$ cat src/rtl/fes_pkg.sv
package fes_pkg;

  typedef enum logic [3:0] {
    ST_IDLE,
    ST_SWE_SU,
    ST_SEL,
    ST_ESU_SU,
    ST_ERASE,
    ST_E_HOLD,
    ST_EV_SU,
    ST_EV_WR,
    ST_EV_RD,
    ST_EV_EXIT,
    ST_SWE_CLR
  } fes_state_e;

  typedef enum logic [1:0] {
    OC_PASS,
    OC_RETRY,
    OC_FAIL
  } fes_outcome_e;

endpackage

$ cat src/rtl/fes_timer.sv
module fes_timer #(
  parameter int CW = 12
) (
  input  logic          clk,
  input  logic          rst_n,
  input  logic          load,
  input  logic [CW-1:0] load_val,
  output logic          expired
);

  logic [CW-1:0] cnt_q, cnt_d;
  logic          cnt_en;

  assign cnt_en = load || (cnt_q != '0);

  always_comb begin
    cnt_d = cnt_q;
    if (load)             cnt_d = load_val;
    else if (cnt_q != '0) cnt_d = cnt_q - 1'b1;
  end

  always_ff @(posedge clk or negedge rst_n) begin
    if (!rst_n)      cnt_q <= '0;
    else if (cnt_en) cnt_q <= cnt_d;
  end

  // phase length is max(load_val, 1) cycles
  assign expired = (cnt_q <= CW'(1));

endmodule

$ cat src/rtl/fes_guard.sv
module fes_guard #(
  parameter int GW = 16
) (
  input  logic          clk,
  input  logic          rst_n,
  input  logic          load,
  input  logic          armed,
  input  logic [GW-1:0] period,
  output logic          expired
);

  logic [GW-1:0] cnt_q, cnt_d;
  logic          cnt_en;

  assign cnt_en = load || (armed && (cnt_q != '0));

  always_comb begin
    cnt_d = cnt_q;
    if (load)                        cnt_d = period;
    else if (armed && cnt_q != '0)   cnt_d = cnt_q - 1'b1;
  end

  always_ff @(posedge clk or negedge rst_n) begin
    if (!rst_n)      cnt_q <= '0;
    else if (cnt_en) cnt_q <= cnt_d;
  end

  assign expired = armed && (cnt_q == '0);


  guard_reload_chk: assert property (@(posedge clk) disable iff (!rst_n)
    load |=> (cnt_q == $past(period)));

endmodule

$ cat src/rtl/flash_erase_seq.sv
module flash_erase_seq
  import fes_pkg::*;
#(
  parameter int NBLK        = 4,
  parameter int OFF_W       = 3,
  parameter int DW          = 16,
  parameter int CW          = 12,
  parameter int GW          = 16,
  parameter int TRY_W       = 4,
  parameter int T_ERASE_MAX = 16,
  localparam int BLK_W      = (NBLK > 1) ? $clog2(NBLK) : 1,
  localparam int AW         = BLK_W + OFF_W
) (
  input  logic             clk,
  input  logic             rst_n,
  input  logic             start,
  input  logic [BLK_W-1:0] blk_sel,
  input  logic [CW-1:0]    t_swe_setup,
  input  logic [CW-1:0]    t_esu_setup,
  input  logic [CW-1:0]    t_erase,
  input  logic [CW-1:0]    t_erase_hold,
  input  logic [CW-1:0]    t_ev_setup,
  input  logic [CW-1:0]    t_evr_setup,
  input  logic [CW-1:0]    t_ev_exit,
  input  logic [CW-1:0]    t_swe_clear,
  input  logic [GW-1:0]    guard_period,
  input  logic [TRY_W-1:0] max_tries,
  output logic             fl_swe,
  output logic             fl_esu,
  output logic             fl_erase,
  output logic             fl_ev,
  output logic [NBLK-1:0]  fl_blk,
  output logic [AW-1:0]    fl_addr,
  output logic             fl_we,
  output logic [DW-1:0]    fl_wdata,
  input  logic [DW-1:0]    fl_rdata,
  output logic             done,
  output logic             fail,
  output logic             guard_fault,
  output logic [TRY_W-1:0] tries
);

  localparam logic [CW-1:0]    ER_CAP   = CW'(T_ERASE_MAX);
  localparam logic [OFF_W-1:0] LAST_OFF = '1;

  fes_state_e         state_q, state_d;
  fes_outcome_e       oc_q, oc_d;
  logic [BLK_W-1:0]   blk_q, blk_d;
  logic [OFF_W-1:0]   off_q, off_d;
  logic [TRY_W-1:0]   tries_q, tries_d;
  logic               done_q, done_d, fail_q, fail_d, gf_q, gf_d;

  // timing registers, written once per start
  logic [CW-1:0]      cfg_esu_q, cfg_er_q, cfg_hold_q, cfg_evs_q;
  logic [CW-1:0]      cfg_evr_q, cfg_evx_q, cfg_swc_q;
  logic [GW-1:0]      cfg_guard_q;
  logic [TRY_W-1:0]   cfg_tries_q;
  logic               cfg_en;

  logic               tm_load, tm_exp;
  logic [CW-1:0]      tm_val;
  logic               g_load, g_armed, g_exp, abort;
  logic               blk_on;

  assign cfg_en = (state_q == ST_IDLE) && start;

  always_ff @(posedge clk or negedge rst_n) begin
    if (!rst_n) begin
      cfg_esu_q   <= '0;
      cfg_er_q    <= '0;
      cfg_hold_q  <= '0;
      cfg_evs_q   <= '0;
      cfg_evr_q   <= '0;
      cfg_evx_q   <= '0;
      cfg_swc_q   <= '0;
      cfg_guard_q <= '0;
      cfg_tries_q <= '0;
    end else if (cfg_en) begin
      cfg_esu_q   <= t_esu_setup;
      cfg_er_q    <= (t_erase > ER_CAP) ? ER_CAP : t_erase;
      cfg_hold_q  <= t_erase_hold;
      cfg_evs_q   <= t_ev_setup;
      cfg_evr_q   <= t_evr_setup;
      cfg_evx_q   <= t_ev_exit;
      cfg_swc_q   <= t_swe_clear;
      cfg_guard_q <= guard_period;
      cfg_tries_q <= max_tries;
    end
  end

  // guard window covers block select through erase hold
  assign g_armed = (state_q == ST_SEL) || (state_q == ST_ESU_SU) ||
                   (state_q == ST_ERASE) || (state_q == ST_E_HOLD);
  assign g_load  = (state_d == ST_SEL) && (state_q != ST_SEL);
  assign abort   = g_exp && (state_q != ST_E_HOLD);

  fes_guard #(.GW(GW)) guard_i (
    .clk(clk), .rst_n(rst_n), .load(g_load), .armed(g_armed),
    .period(cfg_guard_q), .expired(g_exp)
  );

  // next-state
  always_comb begin
    state_d = state_q;
    oc_d    = oc_q;
    blk_d   = blk_q;
    off_d   = off_q;
    tries_d = tries_q;
    done_d  = done_q;
    fail_d  = fail_q;
    gf_d    = gf_q;
    if (abort) begin
      state_d = ST_E_HOLD;
      oc_d    = OC_FAIL;
      gf_d    = 1'b1;
    end else begin
      case (state_q)
        ST_IDLE: if (start) begin
          state_d = ST_SWE_SU;
          blk_d   = blk_sel;
          tries_d = '0;
          done_d  = 1'b0;
          fail_d  = 1'b0;
          gf_d    = 1'b0;
        end
        ST_SWE_SU:  if (tm_exp) state_d = ST_SEL;
        ST_SEL:     state_d = ST_ESU_SU;
        ST_ESU_SU:  if (tm_exp) begin
          state_d = ST_ERASE;
          oc_d    = OC_PASS;
          tries_d = tries_q + 1'b1;
        end
        ST_ERASE:   if (tm_exp) state_d = ST_E_HOLD;
        ST_E_HOLD:  if (tm_exp) begin
          state_d = (oc_q == OC_FAIL) ? ST_EV_EXIT : ST_EV_SU;
          off_d   = '0;
        end
        ST_EV_SU:   if (tm_exp) state_d = ST_EV_WR;
        ST_EV_WR:   state_d = ST_EV_RD;
        ST_EV_RD:   if (tm_exp) begin
          if (fl_rdata == '1) begin
            if (off_q == LAST_OFF) state_d = ST_EV_EXIT;
            else begin
              state_d = ST_EV_WR;
              off_d   = off_q + 1'b1;
            end
          end else begin
            state_d = ST_EV_EXIT;
            oc_d    = (tries_q >= cfg_tries_q) ? OC_FAIL : OC_RETRY;
          end
        end
        ST_EV_EXIT: if (tm_exp) state_d = (oc_q == OC_RETRY) ? ST_SEL : ST_SWE_CLR;
        ST_SWE_CLR: if (tm_exp) begin
          state_d = ST_IDLE;
          done_d  = (oc_q == OC_PASS);
          fail_d  = (oc_q == OC_FAIL);
        end
        default:    state_d = ST_IDLE;
      endcase
    end
  end

  // phase length selected by the phase being entered
  assign tm_load = (state_d != state_q);
  always_comb begin
    case (state_d)
      ST_SWE_SU:  tm_val = t_swe_setup;
      ST_ESU_SU:  tm_val = cfg_esu_q;
      ST_ERASE:   tm_val = cfg_er_q;
      ST_E_HOLD:  tm_val = cfg_hold_q;
      ST_EV_SU:   tm_val = cfg_evs_q;
      ST_EV_RD:   tm_val = cfg_evr_q;
      ST_EV_EXIT: tm_val = cfg_evx_q;
      ST_SWE_CLR: tm_val = cfg_swc_q;
      default:    tm_val = CW'(1);
    endcase
  end

  fes_timer #(.CW(CW)) timer_i (
    .clk(clk), .rst_n(rst_n), .load(tm_load), .load_val(tm_val), .expired(tm_exp)
  );

  always_ff @(posedge clk or negedge rst_n) begin
    if (!rst_n) begin
      state_q <= ST_IDLE;
      oc_q    <= OC_PASS;
      blk_q   <= '0;
      off_q   <= '0;
      tries_q <= '0;
      done_q  <= 1'b0;
      fail_q  <= 1'b0;
      gf_q    <= 1'b0;
    end else begin
      state_q <= state_d;
      oc_q    <= oc_d;
      blk_q   <= blk_d;
      off_q   <= off_d;
      tries_q <= tries_d;
      done_q  <= done_d;
      fail_q  <= fail_d;
      gf_q    <= gf_d;
    end
  end

  // control level decode
  assign fl_swe   = (state_q != ST_IDLE) && (state_q != ST_SWE_CLR);
  assign blk_on   = (state_q >= ST_SEL) && (state_q <= ST_EV_EXIT);
  assign fl_esu   = (state_q == ST_ESU_SU) || (state_q == ST_ERASE) || (state_q == ST_E_HOLD);
  assign fl_erase = (state_q == ST_ERASE);
  assign fl_ev    = (state_q == ST_EV_SU) || (state_q == ST_EV_WR) || (state_q == ST_EV_RD);
  assign fl_we    = (state_q == ST_EV_WR);
  assign fl_wdata = '1;
  assign fl_addr  = {blk_q, off_q};

  for (genvar gi = 0; gi < NBLK; gi++) begin : g_blk
    assign fl_blk[gi] = blk_on && (blk_q == BLK_W'(gi));
  end

  assign done        = done_q;
  assign fail        = fail_q;
  assign guard_fault = gf_q;
  assign tries       = tries_q;

  // erase run length, for the pulse cap check
  logic [CW:0] er_run_q;
  always_ff @(posedge clk or negedge rst_n) begin
    if (!rst_n)        er_run_q <= '0;
    else if (fl_erase) er_run_q <= er_run_q + 1'b1;
    else               er_run_q <= '0;
  end


  swe_first_chk: assert property (@(posedge clk) disable iff (!rst_n)
    (fl_blk != '0) |-> fl_swe);

  erase_levels_chk: assert property (@(posedge clk) disable iff (!rst_n)
    fl_erase |-> (fl_esu && fl_swe && (fl_blk != '0)));

  erase_after_setup_chk: assert property (@(posedge clk) disable iff (!rst_n)
    $rose(fl_erase) |-> $past(fl_esu));

  pulse_cap_chk: assert property (@(posedge clk) disable iff (!rst_n)
    fl_erase |-> (er_run_q < (CW+1)'(T_ERASE_MAX)));

  setup_drop_chk: assert property (@(posedge clk) disable iff (!rst_n)
    $fell(fl_esu) |-> $past(!fl_erase));

  verify_excl_chk: assert property (@(posedge clk) disable iff (!rst_n)
    !(fl_ev && fl_esu));

  result_excl_chk: assert property (@(posedge clk) disable iff (!rst_n)
    !(done && fail));

  guard_exit_chk: assert property (@(posedge clk) disable iff (!rst_n)
    (g_exp && fl_erase) |=> !fl_erase);

  blk_onehot_chk: assert property (@(posedge clk) disable iff (!rst_n)
    $onehot0(fl_blk));

  blk_stable_chk: assert property (@(posedge clk) disable iff (!rst_n)
    (fl_swe && $past(fl_swe)) |-> $stable(blk_q));

endmodule

$ cat config.mk
export PLATFORM = sky130hd
export DESIGN_NAME = flash_erase_seq
export DESIGN_NICKNAME = d
export VERILOG_FILES = /design/src/rtl/fes_pkg.sv /design/src/rtl/fes_timer.sv /design/src/rtl/fes_guard.sv /design/src/rtl/flash_erase_seq.sv
export SDC_FILE = /design/constraint.sdc
export NUM_CORES = 1
export LEC_CHECK = 0
export BUFFER_PORTS_ARGS = -buffer_cell sky130_fd_sc_hd__buf_2
export CAP_MARGIN = 20
export CORE_UTILIZATION = 55
export CTS_CLUSTER_DIAMETER = 80
export DETAILED_ROUTE_END_ITERATION = 7
export GPL_ROUTABILITY_DRIVEN = 0
export GPL_TIMING_DRIVEN = 0
export PLACE_DENSITY = 0.83
export SLEW_MARGIN = 10
export SYNTH_ARGS = -nofsm -noshare
export SYNTH_HDL_FRONTEND = slang
export SYNTH_SLANG_ARGS = --single-unit
$ cat constraint.sdc
create_clock -name clk -period 3.7 [get_ports clk]
set_input_delay 0.925 -clock clk [delete_from_list [all_inputs] [get_ports clk]]
set_output_delay 0.925 -clock clk [all_outputs]
set_load 0.02 [all_outputs]
Word-level counts from Yosys, hierarchy flattened:

Cells that the tools add are included.

* reductions and logical operators: 43
* $lt $le $gt $ge: 5
* add/subtract/negate cells: 4
* multiplexer cells: 42
* $mul: 0
* equality and inequality tests: 40
* bitwise operators: 1
* divide/modulo/power cells: 0
* shifts and indexed selects: 0

Operators by type and width (number)
* $pmux 12 s8: 1
* $mux 4: 16
* $pmux 4 s11: 1
* $mux 12: 3
* $mux 16: 2
* $eq 4x3->1 const B: 7
* $eq 4x4->1 const B: 6
* $eq 16x16->1 const B: 1
* $eq 4x2->1 const B: 4
* $logic_not 16->1: 1
* $reduce_bool 16->1: 1
* $sub 16x1->16 const B: 1
* $reduce_bool 2->1: 7
* $gt 12x5->1 const B: 1
* $le 12x1->1 const B: 1
* $mux 3: 4
* $reduce_and 4->1: 3
* $reduce_bool 12->1: 1
* $sub 12x1->12 const B: 1
* $logic_and 1x1->1: 11
* $mux 2: 5
* $logic_or 1x1->1: 9
* $eq 4x1->1 const B: 2
* $ne 2x1->1 const B: 4
* other kinds (28): 42

* input port bits: 137
* memories kept: 0
* register bits after elaboration: 150
* bits in latches: 0
* word-level logic and storage cells: 154
* memory bits (read-only): 0
* RAM bits: 0

Longest topological paths before layout:

Gate-level depths: netlist of run 1.

* depth after elaboration: 11
* depth in mapped cells: 13
* mapped depth without buffers: 11

Cells and area by module:

A second synthesis of run 1 with hierarchy kept.

* cells, all modules: 754
* area total of the unflattened synthesis: 8097.8 um^2

By module, submodules not included
* flash_erase_seq: instances 1, area each 6231.0 um^2, cells each 541
* fes_guard: instances 1, area each 1086.0 um^2, cells each 132
* fes_timer: instances 1, area each 780.7 um^2, cells each 81

Worst setup path before layout of run 1:

Ideal clock, no wire load.

* path kind: input-to-reg
* from: in fl_rdata[6]
* to: reg timer_i.cnt_q[1]
* arrival: 2.949 ns
* setup slack: 0.623 ns
* stages on the path: 9
* path through: nand4_1 > nor4_1 > o211ai_1 > a221o_1 > buf_6 > or3_4 > o211a_1 > buf_4 > o2bb2ai_1

* word-level cells in the longest chain between the ends: 8
* elaborated cells on any way between the ends: 19
* classes of those cells: eq/ne: 10; mux: 6; reduce/logical: 3

Ends and longest elaborated chain
* start, declared: line flash_erase_seq.sv:36 `input logic [DW-1:0] fl_rdata,`
* $eq 16x16->1 *: line flash_erase_seq.sv:141 `if (fl_rdata == '1) begin`
* $mux 4 *: line flash_erase_seq.sv:141
* $mux 4 *: line flash_erase_seq.sv:140 `ST_EV_RD: if (tm_exp) begin`
* $pmux 4 s11 *: line flash_erase_seq.sv:117 `case (state_q)`
* $mux 4 *: line flash_erase_seq.sv:112 `if (abort) begin`
* named net state_d[3]: line flash_erase_seq.sv:46 `fes_state_e state_q, state_d;`
* $eq 4x4->1 (tied with other cells): line flash_erase_seq.sv:166 `case (state_d)`
* $pmux 12 s8 (tied with other cells): line flash_erase_seq.sv:166
* $mux 12 or $reduce_and 2->1 (tied branches)
* end signal, assigned: line fes_timer.sv:24 `else if (cnt_en) cnt_q <= cnt_d;`
* end, declared: line fes_timer.sv:11 `logic [CW-1:0] cnt_q, cnt_d;`

The timed path passes the listed nets; every way through them passes the cells marked *.
A chain may end at the register's enable or synchronous reset.

Worst setup path in the final report of run 1:

* from: reg timer_i.cnt_q[0]
* to: reg timer_i.cnt_q[1]

* word-level cells in the longest chain between the ends: 7
* elaborated cells on any way between the ends: 28
* classes of those cells: add/sub: 1; order compare: 1; eq/ne: 9; mux: 13; reduce/logical: 4

Ends and longest elaborated chain
* $le 12x1->1: line fes_timer.sv:28 `assign expired = (cnt_q <= CW'(1));`
* $mux 4 (tied with other cells): line flash_erase_seq.sv:153 `ST_SWE_CLR: if (tm_exp) begin`
* $pmux 4 s11: line flash_erase_seq.sv:117
* $mux 4: line flash_erase_seq.sv:112
* $eq 4x4->1 (tied with other cells): line flash_erase_seq.sv:166
* $pmux 12 s8 (tied with other cells): line flash_erase_seq.sv:166
* $mux 12 or $reduce_and 2->1 (tied branches)

Several ways; a longest one is shown, not always the timed one. The select of a mux whose other input is x is not followed.

==> results.toml, run 1 <==
[status]
outcome = "complete, no violations"

[power]
power.density_nw_per_um2 = 837
p_int_uw = 4740
switching_power_uw = 3190
p_leak_uw = 0.00484
pwr-share-comb_pct = 41.3
p_clk_share_pct = 24.0
sw_frac_of_total_pct = 40.2
peakVddDrop_mv = 0.467
pwr-share-seq_pct = 34.7

[timing]
grt_setup_unrepaired = "no"
timing.slew.headroom_pct = 38.5
hold_violations = 0
maxSlewViolCount = 0
fin_crit_sh_pct = 94.9
max_freq_mhz = 285
worst_pin_slew_ps = 922
finalHoldWorstSlack_ps = 427
period_needed_ps = 3510
finalWorstSetupSlack_ps = 188
setup_viol_count_final = 0
skew_ps = 9.87
fin_tns_setup_ps = 0

[synthesis]
synth_warnings = 0
yosysSeqAreaShare_pct = 48.6
synth.avg_cell_area_um2 = 8.69
yosys_register_bits = 150
ys.flop_type = "dfrtp_1"
synth_area_um2 = 7720
async_flop_share_pct = 100
ys_types = 68
synth-edff-count = 0
postSynthCellCount = 889

[detailed_routing]
routedWlPerCell_um = 17.0
vias = 7155
dr_wl_met2_mm = 10.1
avgViaCountPerCell = 5.63
met3_length_mm = 1.78
firstDrtPassIters = 7
drt-total-wl_mm = 21.6
drc = 0
top_layer = "met4"
drt-initial-drc-count = 706
wl_met1_mm = 8.96
ant_nets = 0

[cts]
ctsResizeCount = 0
htreeDepth = 4
cts.clk_slew.worst_paths_ps = 60
cts_tree = "built"
cts-root-buf = "clkbuf_16"
cts_buffers = 17
ctsHoldBuffers = 0
cts_buffer_depth = 2
clk_latency_ps = 430
cts_setup_buffers = 0
clkSinkCount = 150

[global_routing]
antenna_found_initial = 0
grt_pass1_vias = 6861
grt_pass1_wl_mm = 34.8
grt.total_usage_pct = 31.7
grt_start_max_net_pins = 87
overflow = 0

[layout]
final_area_um2 = 9470
regArea_um2 = 3750
diodes = 0
num-nets-final = 1228
fin_util_pct = 70.4
syn_to_final_growth_pct = 22.6
num-fill-cells = 1063
multi_input_area_um2 = 3610
final_layout_size_suffix_gt1_share_pct = 23.8

[floorplanning]
die_x_um = 121
die-area_um2 = 14500
die_y_um = 121
start_util_pct = 57.4
row_count = 42
io_pins = 174
coreArea_um2 = 13500

[flow_run]
drv_cap = 0

[critical_path]
start_kind = "flop"
r2r_cells = 12
reg2reg_slack_ps = 190
critPathArrivalTime_ps = 3810
worstSetupPathType = "reg2reg"
crit_path_end_kind = "flop"
required_ps = 4000
reg2reg_to = "timer_i.cnt_q[1]"
cp_max_fo = 10
r2r_start = "timer_i.cnt_q[0]"

[placed_design]
portBuffers = 157
place_area_um2 = 8820
dpl_worst_slack_ps = 93.6
dpl.hpwl_mm = 15.4

[min_path]
hp-class = "in2async"
-- flip-flops by register name, indices dropped and copies added, names as in the netlist --
name / cells
guard_i.cnt_q: 16
cfg_evr_q: 12
done: 1
oc_q: 2
blk_q: 2
tries: 4
guard_fault: 1
cfg_er_q: 12
cfg_evx_q: 12
cfg_esu_q: 12
cfg_evs_q: 12
cfg_swc_q: 12
fail: 1
off_q: 3
cfg_tries_q: 4
cfg_hold_q: 12
cfg_guard_q: 16
timer_i.cnt_q: 12
state_q: 4
-- synthesized netlist by cell type (10+ instances only) --
| cell | number | area (µm²) |
|---|---|---|
| a21oi_1 | 19 | 95.1 |
| a22oi_1 | 20 | 150 |
| and2_1 | 15 | 93.8 |
| buf_2 | 17 | 85.1 |
| buf_4 | 20 | 150 |
| clkbuf_1 | 26 | 97.6 |
| dfrtp_1 | 150 | 3750 |
| ha_1 | 10 | 125 |
| inv_1 | 14 | 52.6 |
| mux2_2 | 17 | 191 |
| nand2_1 | 319 | 1200 |
| nand2b_1 | 12 | 75.1 |
| nand3_1 | 18 | 90.1 |
| nand4_1 | 13 | 81.3 |
| nor2_1 | 39 | 146 |
| nor3_1 | 13 | 65.1 |
| nor4_1 | 10 | 62.6 |
| o21ai_0 | 35 | 175 |
| xnor2_1 | 14 | 123 |
-- critical path, stage by stage (launching register included) --
cell and delay [ps]:
dfrtp_1 370, inv_1 90, ha_1 250, o2111a_2 300, buf_4 170, o21ai_0 150, nand2_1 160, nor3_4 490
buf_2 380, mux2_2 390, a22oi_1 320, nand3_1 150, o2bb2ai_1 150
-- logic make-up after synthesis --
group	after synthesis	share of synthesized area [%]
AND/OR/NAND/NOR	477	27.7
other	1	0.0486
multiplexers	19	2.75
AO/OA/AOI/OAI	132	11.8
XOR/XNOR	19	2.15
flip-flops	150	48.6
buffers and inverters	81	5.38
adder cells (fa/ha/maj)	10	1.62
-- power by group through the flow --
| stage | combinational [µW] | sequential (µW) | clock, µW |
|---|---|---|---|
| floorplan | 2320 | 2630 | 0 |
| finish | 3270 | 2750 | 1900 |
| detailed placement | 3170 | 2740 | 0 |
| global placement | 3070 | 2720 | 0 |
| global route | 3630 | 2820 | 1980 |
| CTS | 3240 | 2730 | 1900 |
-- stage by stage --
stage	power (µW)	cells
after floorplan	4950	904
after global placement	5780	1237
after detailed placement	5910	1238
after CTS	7880	1270
after global routing	8420	1270
final	7920	1270
-- worst max path at each step --
stage,start,to,slack [ps]
after global placement,rst_n,cfg_hold_q[6],-390
after floorplan,fl_rdata[6],timer_i.cnt_q[1],620
after CTS,timer_i.cnt_q[0],timer_i.cnt_q[1],260
after global routing,guard_i.cnt_q[0],timer_i.cnt_q[7],20
final,timer_i.cnt_q[0],timer_i.cnt_q[1],190
after detailed placement,fl_rdata[6],timer_i.cnt_q[1],90
-- metal layers --
layer,up-vias,track usage [%]
li1,3365,-
met1,3388,43.2
met2,347,49.7
met3,55,5.47
met4,0,14.7
met5,-,0
-- placed cells by master, fill, tap and decap left out, types with 5 or more instances in the layout --
cell type  netlist  layout
nor2_1          39      39
a22o_1           8       8
nand2b_1        12      12
bufinv_16        0       5
nand2_1        319     319
nor3_1          13      13
conb_1           1      16
clkbuf_1        26      28
xor2_1           5       5
a22oi_1         20      20
and3_1           6       6
dfrtp_1        150     150
o31ai_1          6       6
inv_1           14      14
clkbuf_16        0      17
xnor2_1         14      14
nand4_1         13      13
buf_2           17     173
buf_4           20      20
o2bb2ai_1        9       9
o21ai_0         35      35
and2_1          15      15
nor4_1          10      10
nand3_1         18      18
ha_1            10      10
mux2_2          17      17
o211ai_1         5       5
a21oi_1         19      19
-- final cells by class --
class                      count  share of cell area (%)
buffer                        66                    3.79
clock buffer                  20                    4.72
clock inverter                12                    2.10
inverter                      15                   0.595
multi-input combinational    673                    38.1
sequential                   150                    39.6
tap                          176                    2.33
timing repair buffer         158                    8.69
No activity file was read; power rests on OpenSTA's default activity.
==> inputs of run 2 (changes only) <==
--- a/config.mk
+++ b/config.mk
@@ -12,7 +12,7 @@
 export DETAILED_ROUTE_END_ITERATION = 7
 export GPL_ROUTABILITY_DRIVEN = 0
 export GPL_TIMING_DRIVEN = 0
-export PLACE_DENSITY = 0.83
+export PLACE_DENSITY = 0.81
 export SLEW_MARGIN = 10
 export SYNTH_ARGS = -nofsm -noshare
 export SYNTH_HDL_FRONTEND = slang
==> run 2 against run 1 <==
Critical path type unchanged. Die area did not move. Sequential power barely moved. Sequential share of layout area rose by 0.31 points. Worst hold slack got worse by 57 ps. Final area fell by 0.77%. Setup slack improved by 24 ps. Largest cell class unchanged. Cell count did not move. Clock skew fell by 1.8 ps.
==> results.toml, run 2 (synthesis results as in run 1) <==
[cts]
cts_buffer_depth = 2
clk_latency_ps = 420
cts_setup_buffers = 0
ctsResizeCount = 0
cts_tree = "built"
clkSinkCount = 150
cts-root-buf = "clkbuf_16"
htreeDepth = 4
cts.clk_slew.worst_paths_ps = 60
ctsHoldBuffers = 0
cts_buffers = 17

[floorplanning]
io_pins = 174
die_y_um = 121
coreArea_um2 = 13500
die_x_um = 121
start_util_pct = 57.4
die-area_um2 = 14500
row_count = 42

[detailed_routing]
routedWlPerCell_um = 16.7
drt-total-wl_mm = 21.2
avgViaCountPerCell = 5.58
vias = 7085
ant_nets = 0
firstDrtPassIters = 6
drc = 0
drt-initial-drc-count = 689

[placed_design]
place_area_um2 = 8820
portBuffers = 157
dpl_worst_slack_ps = 13.4
dpl.hpwl_mm = 15.6
dpl.cell_count = 1238

[timing]
max_freq_mhz = 287
setup_viol_count_final = 0
skew_ps = 8.04
hold_violations = 0
finalWorstSetupSlack_ps = 212
period_needed_ps = 3490
fin_crit_sh_pct = 94.3
worst_pin_slew_ps = 874
grt_setup_unrepaired = "no"
fin_tns_setup_ps = 0
maxSlewViolCount = 0
timing.slew.headroom_pct = 41.7

[layout]
final_layout_size_suffix_gt1_share_pct = 23.9
num-fill-cells = 1107
num-nets-final = 1228
final_common_cell = "nand2_1"
syn_to_final_growth_pct = 21.7
final_area_um2 = 9400
reg.largest.list = "cfg_guard_q x16, guard_i.cnt_q x16"
finalNonFillerCells = 1270
layout_common_cells = "nand2_1, buf_2, dfrtp_1"

[critical_path]
r2r_start = "timer_i.cnt_q[0]"
start_kind = "flop"
cp_max_fo = 10
reg2reg_slack_ps = 210
worstSetupPathType = "reg2reg"
critPathArrivalTime_ps = 3790
critPathLaunch = "timer_i.cnt_q[0]"
crit_path_end_kind = "flop"
required_ps = 4000
r2r_cells = 12
reg2reg_to = "timer_i.cnt_q[2]"

[global_routing]
use_met1_pct = 43.3
grt_use_met2_pct = 47.1
met3_usage_pct = 6.70
grt_pass1_wl_mm = 33.8
grt_start_max_net_pins = 115
antenna_found_initial = 1
overflow = 0
grt-busiest-layer = "met2"
grt_pass1_vias = 6643
grt.total_usage_pct = 30.7

[flow_run]
drv_cap = 0

[status]
outcome = "complete, no violations"

[power]
peakVddDrop_mv = 0.441
power.density_nw_per_um2 = 817
p_leak_uw = 0.00481

[min_path]
hp-class = "in2async"
==> run 2: changes by cell type in the layout (fill, tap and decap cells not counted) <==
cell and delta:
bufinv_16 -3, diode_2 +1, clkinv_2 +3, clkinvlp_4 +1
clkbuf_1 -2
==> run 2: layout make-up <==
cell class                 instances  area [µm²]  share of cell area, %
sequential                       150        3750                   39.9
multi-input combinational        673        3610                   38.4
timing repair buffer             158         823                   8.76
clock buffer                      18         439                   4.67
buffer                            66         359                   3.82
tap                              176         220                   2.34
clock inverter                    13         131                   1.40
inverter                          15        56.3                  0.599
antenna                            1        2.50                 0.0266
==> run 2: worst max-delay path by stage <==
stage	slack [ps]	to	cells after the start
detailed placement	10	guard_i.cnt_q[3]	11
floorplan	620	timer_i.cnt_q[1]	9
global placement	-410	cfg_er_q[6]	1
global route	80	timer_i.cnt_q[5]	12
CTS	300	timer_i.cnt_q[1]	12
finish	210	timer_i.cnt_q[2]	12
==> run 2: metrics by stage <==
step	utilization, %	hold WS [ps]	total power, µW
2_1_floorplan	-	437	4950
3_3_place_gp	65.3	449	5790
3_5_place_dp	65.6	457	5930
4_1_cts	69.8	375	7650
5_1_grt	69.8	375	8200
6_report	69.8	370	7680
==> run 2: worst max-delay path, cell delays in order (launching register included) <==
cell and delay [ps]:
dfrtp_1 380, inv_1 90, ha_1 250, o2111a_2 310
buf_4 180, o21ai_0 160, nand2_1 150, nor3_4 470
buf_2 380, mux2_2 390, a22oi_1 300, nand4_1 160
o2bb2ai_1 140
==> run 2: power breakdown <==
part / switching (µW) / internal (µW)
clock: 684 / 1000
combinational: 2020 / 1230
sequential: 449 / 2290
==> run 2: layer usage <==
metal	share of wire [%]	vias up
met3	8.6	40
met1	44	3328
li1	-	3369
met5	0	-
met2	45	348
met4	2.7	0
